`config.mk`:
```
export PLATFORM = sky130hd
export DESIGN_NAME = serial_cfg_loader
export DESIGN_NICKNAME = d
export VERILOG_FILES = /design/src/rtl/scl_pkg.sv /design/src/rtl/scl_edge_sync.sv /design/src/rtl/scl_shifter.sv /design/src/rtl/scl_latch_bank.sv /design/src/rtl/serial_cfg_loader.sv
export SDC_FILE = /design/constraint.sdc
export NUM_CORES = 1
export LEC_CHECK = 0
export BUFFER_PORTS_ARGS = -buffer_cell sky130_fd_sc_hd__buf_4
export CAP_MARGIN = 40
export CORE_ASPECT_RATIO = 0.7
export CORE_MARGIN = 2
export CORE_UTILIZATION = 58
export DETAILED_ROUTE_END_ITERATION = 10
export PLACE_DENSITY = 0.89
export SKIP_LAST_GASP = 1
export SLEW_MARGIN = 30
export SYNTH_ARGS = -nofsm -noshare
export SYNTH_HDL_FRONTEND = slang
export SYNTH_SLANG_ARGS = --single-unit
export TNS_END_PERCENT = 1
```
`constraint.sdc`:
```
create_clock -name clk -period 2.7 [get_ports clk]
set_input_delay 0.135 -clock clk [delete_from_list [all_inputs] [get_ports clk]]
set_output_delay 0.135 -clock clk [all_outputs]
set_load 0.05 [all_outputs]
```
`src/rtl/scl_pkg.sv`:
```
`timescale 1ns/1ps
package scl_pkg;
   // Default geometry of the serial loader
   localparam int unsigned SCL_WORD_W_DEF = 24;
   localparam int unsigned SCL_ADDR_W_DEF = 2;
   localparam int unsigned SCL_SYNC_DEF   = 2;

   // Bit positions of the lines inside the synchronizer bus
   localparam int unsigned SCL_LN_CLK = 0;
   localparam int unsigned SCL_LN_LD  = 1;
   localparam int unsigned SCL_LN_DAT = 2;
   localparam int unsigned SCL_LINES  = 3;
   localparam int unsigned SCL_EDGED  = 2;
endpackage

```
`src/rtl/scl_edge_sync.sv`:
```
`timescale 1ns/1ps
module scl_edge_sync #(
   parameter int unsigned WIDTH  = 3,
   parameter int unsigned EDGES  = 2,
   parameter int unsigned STAGES = 2
) (
   input  logic             clk,
   input  logic             rst_n,
   input  logic [WIDTH-1:0] async_in,
   output logic [WIDTH-1:0] sync_o,
   output logic [EDGES-1:0] rise_o
);
   localparam int unsigned LAST = STAGES - 1;

   if (STAGES < 2) begin : g_bad_stages
      $error("scl_edge_sync: STAGES must be at least 2");
   end
   if (EDGES > WIDTH || EDGES == 0) begin : g_bad_edges
      $error("scl_edge_sync: EDGES must be in 1..WIDTH");
   end

   logic [STAGES-1:0][WIDTH-1:0] chain_q;

   always_ff @(posedge clk or negedge rst_n) begin
      if (!rst_n) begin
         chain_q <= '0;
      end else begin
         chain_q[0] <= async_in;
         for (int k = 1; k < STAGES; k++) begin
            chain_q[k] <= chain_q[k-1];
         end
      end
   end

   assign sync_o = chain_q[LAST];

   // Edge detection only on the low EDGES lines
   logic [EDGES-1:0] prev_q;

   always_ff @(posedge clk or negedge rst_n) begin
      if (!rst_n) prev_q <= '0;
      else        prev_q <= chain_q[LAST][EDGES-1:0];
   end

   for (genvar e = 0; e < EDGES; e++) begin : g_edge
      assign rise_o[e] = chain_q[LAST][e] & ~prev_q[e];
   end

   AST_RISE_SINGLE: assert property (@(posedge clk) disable iff (!rst_n)
      (rise_o != '0) |=> ((rise_o & $past(rise_o)) == '0));
endmodule

```
`src/rtl/scl_shifter.sv`:
```
`timescale 1ns/1ps
module scl_shifter #(
   parameter int unsigned WORD_W = 24
) (
   input  logic              clk,
   input  logic              rst_n,
   input  logic              shift_stb,
   input  logic              hold,
   input  logic              bit_in,
   output logic [WORD_W-1:0] word_o
);
   if (WORD_W < 2) begin : g_bad_width
      $error("scl_shifter: WORD_W must be at least 2");
   end

   logic [WORD_W-1:0] word_q;

   always_ff @(posedge clk or negedge rst_n) begin
      if (!rst_n) begin
         word_q <= '0;
      end else if (shift_stb && !hold) begin
         word_q <= {word_q[WORD_W-2:0], bit_in};
      end
   end

   assign word_o = word_q;

   AST_FROZEN_WHILE_LD: assert property (@(posedge clk) disable iff (!rst_n)
      hold |=> $stable(word_o));
   AST_IDLE_NO_SHIFT: assert property (@(posedge clk) disable iff (!rst_n)
      !shift_stb |=> $stable(word_o));
endmodule

```
`src/rtl/scl_latch_bank.sv`:
```
`timescale 1ns/1ps
module scl_latch_bank #(
   parameter int unsigned ADDR_W    = 2,
   parameter int unsigned PAYLOAD_W = 22,
   localparam int unsigned NUM_LATCH = 1 << ADDR_W
) (
   input  logic                                clk,
   input  logic                                rst_n,
   input  logic                                wr_stb,
   input  logic [ADDR_W-1:0]                   wr_addr,
   input  logic [PAYLOAD_W-1:0]                wr_data,
   output logic [NUM_LATCH-1:0][PAYLOAD_W-1:0] bank_o
);
   if (ADDR_W == 0 || PAYLOAD_W == 0) begin : g_bad_geom
      $error("scl_latch_bank: ADDR_W and PAYLOAD_W must be non-zero");
   end

   for (genvar gi = 0; gi < NUM_LATCH; gi++) begin : g_latch
      logic [PAYLOAD_W-1:0] img_q;
      logic                 sel;

      assign sel = wr_stb && (wr_addr == ADDR_W'(gi));

      always_ff @(posedge clk or negedge rst_n) begin
         if (!rst_n)   img_q <= '0;
         else if (sel) img_q <= wr_data;
      end

      assign bank_o[gi] = img_q;

      AST_UNSEL_KEEP: assert property (@(posedge clk) disable iff (!rst_n)
         (wr_stb && wr_addr != ADDR_W'(gi)) |=> $stable(bank_o[gi]));
   end

   AST_BANK_ONLY_ON_LOAD: assert property (@(posedge clk) disable iff (!rst_n)
      !wr_stb |=> $stable(bank_o));
endmodule

```
`src/rtl/serial_cfg_loader.sv`:
```
`timescale 1ns/1ps
module serial_cfg_loader
   import scl_pkg::*;
#(
   parameter int unsigned WORD_W      = SCL_WORD_W_DEF,
   parameter int unsigned ADDR_W      = SCL_ADDR_W_DEF,
   parameter int unsigned SYNC_STAGES = SCL_SYNC_DEF,
   localparam int unsigned PAYLOAD_W  = WORD_W - ADDR_W,
   localparam int unsigned NUM_LATCH  = 1 << ADDR_W
) (
   input  logic                                clk,
   input  logic                                rst_n,
   input  logic                                ser_clk,
   input  logic                                ser_dat,
   input  logic                                ser_ld,
   output logic [NUM_LATCH-1:0][PAYLOAD_W-1:0] cfg_bank
);
   if (WORD_W <= ADDR_W) begin : g_bad_word
      $error("serial_cfg_loader: WORD_W must exceed ADDR_W");
   end

   logic [SCL_LINES-1:0] line_raw;
   logic [SCL_LINES-1:0] line_sync;
   logic [SCL_EDGED-1:0] line_rise;

   always_comb begin
      line_raw             = '0;
      line_raw[SCL_LN_CLK] = ser_clk;
      line_raw[SCL_LN_LD]  = ser_ld;
      line_raw[SCL_LN_DAT] = ser_dat;
   end

   scl_edge_sync #(
      .WIDTH  (SCL_LINES),
      .EDGES  (SCL_EDGED),
      .STAGES (SYNC_STAGES)
   ) u_sync (
      .clk      (clk),
      .rst_n    (rst_n),
      .async_in (line_raw),
      .sync_o   (line_sync),
      .rise_o   (line_rise)
   );

   logic              clk_lvl, ld_lvl, dat_lvl;
   logic              clk_rise, ld_rise;
   logic [WORD_W-1:0] shift_word;

   assign clk_lvl  = line_sync[SCL_LN_CLK];
   assign ld_lvl   = line_sync[SCL_LN_LD];
   assign dat_lvl  = line_sync[SCL_LN_DAT];
   assign clk_rise = line_rise[SCL_LN_CLK];
   assign ld_rise  = line_rise[SCL_LN_LD];

   scl_shifter #(
      .WORD_W (WORD_W)
   ) u_shift (
      .clk       (clk),
      .rst_n     (rst_n),
      .shift_stb (clk_rise),
      .hold      (ld_lvl),
      .bit_in    (dat_lvl),
      .word_o    (shift_word)
   );

   scl_latch_bank #(
      .ADDR_W    (ADDR_W),
      .PAYLOAD_W (PAYLOAD_W)
   ) u_bank (
      .clk     (clk),
      .rst_n   (rst_n),
      .wr_stb  (ld_rise),
      .wr_addr (shift_word[ADDR_W-1:0]),
      .wr_data (shift_word[WORD_W-1:ADDR_W]),
      .bank_o  (cfg_bank)
   );

   AST_SHIFT_GATED: assert property (@(posedge clk) disable iff (!rst_n)
      !$stable(shift_word) |-> $past(clk_lvl && !ld_lvl));
   AST_LOAD_NEEDS_LD: assert property (@(posedge clk) disable iff (!rst_n)
      !$stable(cfg_bank) |-> $past(ld_lvl));
endmodule

```
### Word level (Yosys, flattened, before mapping)

Index checks and enable logic that the tools add are counted.

* flip-flop bits (word level): 120
* input port bits: 5
* output and inout port bits: 88
* logic and storage cells: 22

* equal/unequal tests: 3
* bitwise operators: 4
* reduce and logical (&&, ||, !) cells: 7

Operator list (number)
* 1-bit logical AND: 5
* 2-bit equality test, second input constant: 2
* 1-bit AND: 2
* 2-bit by 1-bit equality test with 1-bit output, second input constant: 1
* 2-bit logical NOT: 1
* 1-bit inverter: 2
* 1-bit logical NOT: 1

### Logic depth before layout (Yosys ltp)

* depth after elaboration: 3
* mapped depth: 3

### Modules after synthesis

A second synthesis with hierarchy kept.

* cells, all modules: 253
* area, all modules: 4531.8 sq um

Modules (own cells, without submodules)
* scl_latch_bank: instances 1, cells an instance 188, area an instance 3270.6 sq um, seq. area each 2202.1 sq um
* scl_shifter: instances 1, cells an instance 52, area an instance 1011.0 sq um, seq. area each 600.6 sq um
* scl_edge_sync: instances 1, cells an instance 13, area an instance 250.2 sq um, seq. area each 200.2 sq um

### Worst setup path after synthesis

OpenSTA, ideal clock, no wires.

* path type: register to register
* start: register u_shift.word_q[1], in the netlist u_shift.word_o[1]
* end: register u_bank.g_latch[0].img_q[10]
* setup time: 0.125 ns
* arrival: 1.310 ns
* slack: 1.265 ns
* cell stages (with the launch flop): 4
* buffers on the path: 1
* cell sequence: dfrtp_1 -> nor4b_4 -> buf_4 -> mux2_2

* cells in the longest elaborated chain, start to end: 2

Ends and longest elaborated chain
* start: declaration: line scl_shifter.sv:16 `logic [WORD_W-1:0] word_q;`
* start signal: assignment: line scl_shifter.sv:22 `word_q <= {word_q[WORD_W-2:0], bit_in};`
* 2-bit logical NOT: line scl_latch_bank.sv:22 `assign sel = wr_stb && (wr_addr == ADDR_W'(gi));`
* 1-bit logical AND: line scl_latch_bank.sv:22
* end signal: assignment: line scl_latch_bank.sv:26 `else if (sel) img_q <= wr_data;`
* end: declaration: line scl_latch_bank.sv:19 `logic [PAYLOAD_W-1:0] img_q;`

No other way between the ends.
A chain may end at the register's enable or synchronous reset.

### Worst setup path in the final report

* start: register u_sync.chain_q, in the netlist u_sync.sync_o[1]
* end: register u_bank.g_latch[1].img_q[10]

* cells in the longest elaborated chain, start to end: 2

Ends and longest elaborated chain
* start: declaration: line scl_edge_sync.sv:22 `logic [STAGES-1:0][WIDTH-1:0] chain_q;`
* start signal: indexed assignment: line scl_edge_sync.sv:30 `chain_q[k] <= chain_q[k-1];`
* 1-bit AND: line scl_edge_sync.sv:46 `assign rise_o[e] = chain_q[LAST][e] & ~prev_q[e];`
* 1-bit logical AND: line scl_latch_bank.sv:22
* end signal: assignment: line scl_latch_bank.sv:26
* end: declaration: line scl_latch_bank.sv:19

No other way between the ends.

==> impl_metrics.yaml <==
outcome:
  status: "complete, no violations"
synth:
  syn_area_mm2: 0.00440
  synth_cell_type_count: 9
  synth_largest_area_cell: "dfrtp_1"
  ys_ff_latch: 120
  avgSynthCellArea_um2: 17.8
  synth_common_cells: "dfrtp_1 (120), mux2_2 (109), buf_4 (8)"
  synthesis.nets: 252
  synthCells: 247
  yosysWarnings: 0
  synth_top_area_frac: 0.682
  seq_area_frac_synth: 0.682
  ys.flop_type: "dfrtp_1"
  yosysMostFrequentCell: "dfrtp_1"
  synthTopCellsByArea: "dfrtp_1 (68%), mux2_2 (28%), buf_4 (1.4%), mux2_1 (0.77%), and4bb_1 (0.57%)"
  async_reset_ff_frac: 1.00
  synth_edf_count: 0
critical_path:
  timing.rr.start: "u_sync.sync_o[1]"
  endpoint_kind: "register"
  arrival_ns: 2.15
  worstSetupPathType: "register to register"
  crit_path_start_kind: "register"
  startpoint: "u_sync.sync_o[1]"
  critPathRequiredTime_ns: 3.09
  critPathMaxFanout: 15
grt:
  grt_max_degree: 66
  grtUsageTotal: 0.239
  grt-ovfl-total: 0
  grt_pass1_wl_mm: 14.6
  antenna_found_initial: 0
  grt_pass1_vias: 2742
clock_network:
  htree_num_levels: 4
  cts.repair.resized: 0
  cts.sinks: 120
  cts.clk_slew.worst_paths_ns: 0.05
  holdBufCountCts: 4
  postCtsSetupRepairBufs: 0
  numCtsBuffers: 17
  root_buffer: "clkbuf_8"
  cts_tree: "built"
  clock_latency_ns: 0.51
  clock_path_buffers: 2
timing:
  clock_skew_ns: 0.00604
  period_share: 0.653
  rsz0062_at_grt: "false"
  post-route-min-period_ns: 1.76
  slew_headroom: 0.675
  worst_slew_pin_slew_ns: 0.488
  hold_viol_final: 0
  final_max_slew_viol_count: 0
  fin_setup_tns_ns: 0
  fin_ws_ns: 0.938
  final-setup-viol-count: 0
  max_freq_ghz: 0.568
placement:
  numPortBuffers: 92
  dpl.cell_count: 436
  dpl_worst_slack_ns: 1.01
  placed_area_mm2: 0.00525
  routabilityCongestion: 0.780
  dp_hpwl_mm: 5.60
floorplanning:
  rows: 26
  start_util: 0.602
  core-area_mm2: 0.00732
  fp.dieArea_mm2: 0.00832
  die_w_um: 108
  fp.dieH_um: 76.9
  pin_count: 93
pwr:
  p_per_area_mw_per_mm2: 937
  p_leak_nw: 3.09
  irDropWorstVdd_uv: 733
  total_power_mw: 5.49
final_layout:
  design_area_mm2: 0.00586
  area_growth_pct: 33.0
  seqCellArea_mm2: 0.00300
  fin_nets: 367
  layout.cells.non_filler: 473
  drive_above_1_share: 0.643
  fillers: 390
  multiInputGateArea_mm2: 0.00134
  diodes: 0
route:
  drc_errors: 0
  num_vias: 2579
  wl_per_cell_um: 19.3
  vias_per_cell: 5.45
  drtIter0Drc: 90
  drt_pass1_iterations: 5
  wirelength_mm: 9.12
  postRouteAntennaNets: 0
flow_run:
  max_cap_violations: 0
hold_path:
  hold_class: "input port to asynchronous set/reset pin"
==> report_power, final <==
part / internal, mW / switching, mW
Sequential: 2.02 / 0.188
Clock: 1.32 / 0.731
Combinational: 0.432 / 0.791
==> flip-flops by register name, summed over array words and instances, names as in the netlist <==
register and flops:
u_sync.prev_q 2, u_sync.chain_q 3, u_sync.sync_o 3, u_shift.word_o 24, u_bank.g_latch.img_q 88
==> worst max-delay path, stage by stage, from the launching register on <==
cell and delay, ns:
dfrtp_1 0.51, and4bb_1 0.56, buf_12 0.22, mux2_2 0.35
==> logic make-up (layout without fill, tap and decap cells) <==
family / count (synthesis) / in the layout / share of synthesized area
AND/OR/NAND/NOR: 5 / 5 / 0.0159
flip-flops: 120 / 120 / 0.682
multiplexers: 112 / 112 / 0.286
buffers and inverters: 10 / 138 / 0.0159
==> per-stage QoR <==
step                      hold slack [ns]  utilization
after floorplan                    -0.161            -
after CTS                           0.250        0.797
after detailed placement            0.245        0.717
final                              0.0770        0.801
after global placement              0.246        0.717
after global routing               0.0674        0.801
==> cell type report <==
type / count / share of cell area
clock inverter: 10 / 0.0175
clock buffer: 22 / 0.0756
timing repair buffer: 106 / 0.145
sequential: 120 / 0.512
tap: 98 / 0.0209
multi-input combinational: 117 / 0.228
==> cell usage in the layout (no fill, tap or decap) <==
| cell type | n |
|---|---|
| mux2_1 | 3 |
| dfrtp_1 | 120 |
| nor3b_4 | 1 |
| dlygate4sd3_1 | 4 |
| nand4b_1 | 1 |
| mux2_2 | 109 |
| clkinvlp_4 | 1 |
| buf_4 | 99 |
| clkbuf_16 | 16 |
| clkbuf_1 | 4 |
| clkinv_2 | 7 |
| bufinv_16 | 2 |
| nor4b_4 | 1 |
| and4bb_1 | 2 |
| buf_16 | 1 |
| clkbuf_8 | 2 |
| buf_12 | 2 |
==> final timing paths <==
| check | endpoint | slack [ns] | cells past startpoint |
|---|---|---|---|
| max | u_bank.g_latch[1].img_q[10] | 0.94 | 3 |
| min | u_sync.sync_o[2] | 0.08 | 2 |
| max reg2reg | u_bank.g_latch[1].img_q[10] | 0.94 | 3 |
| min reg2reg | u_sync.sync_o[1] | 0.35 | 0 |
| max in group asynchronous | u_bank.g_latch[1].img_q[17] | 1.77 | 4 |
| min in group clk | u_sync.chain_q[1] | 0.27 | 2 |
==> routing by layer <==
metal / GRT usage / up-vias / part of all wire
li1: - / 1120 / -
met1: 0.314 / 1383 / 0.44
met2: 0.372 / 66 / 0.50
met3: 0.0791 / 10 / 0.046
met4: 0.0936 / 0 / 0.012
met5: 0 / - / 0
Note: power is estimated with default switching activity, not from simulation.
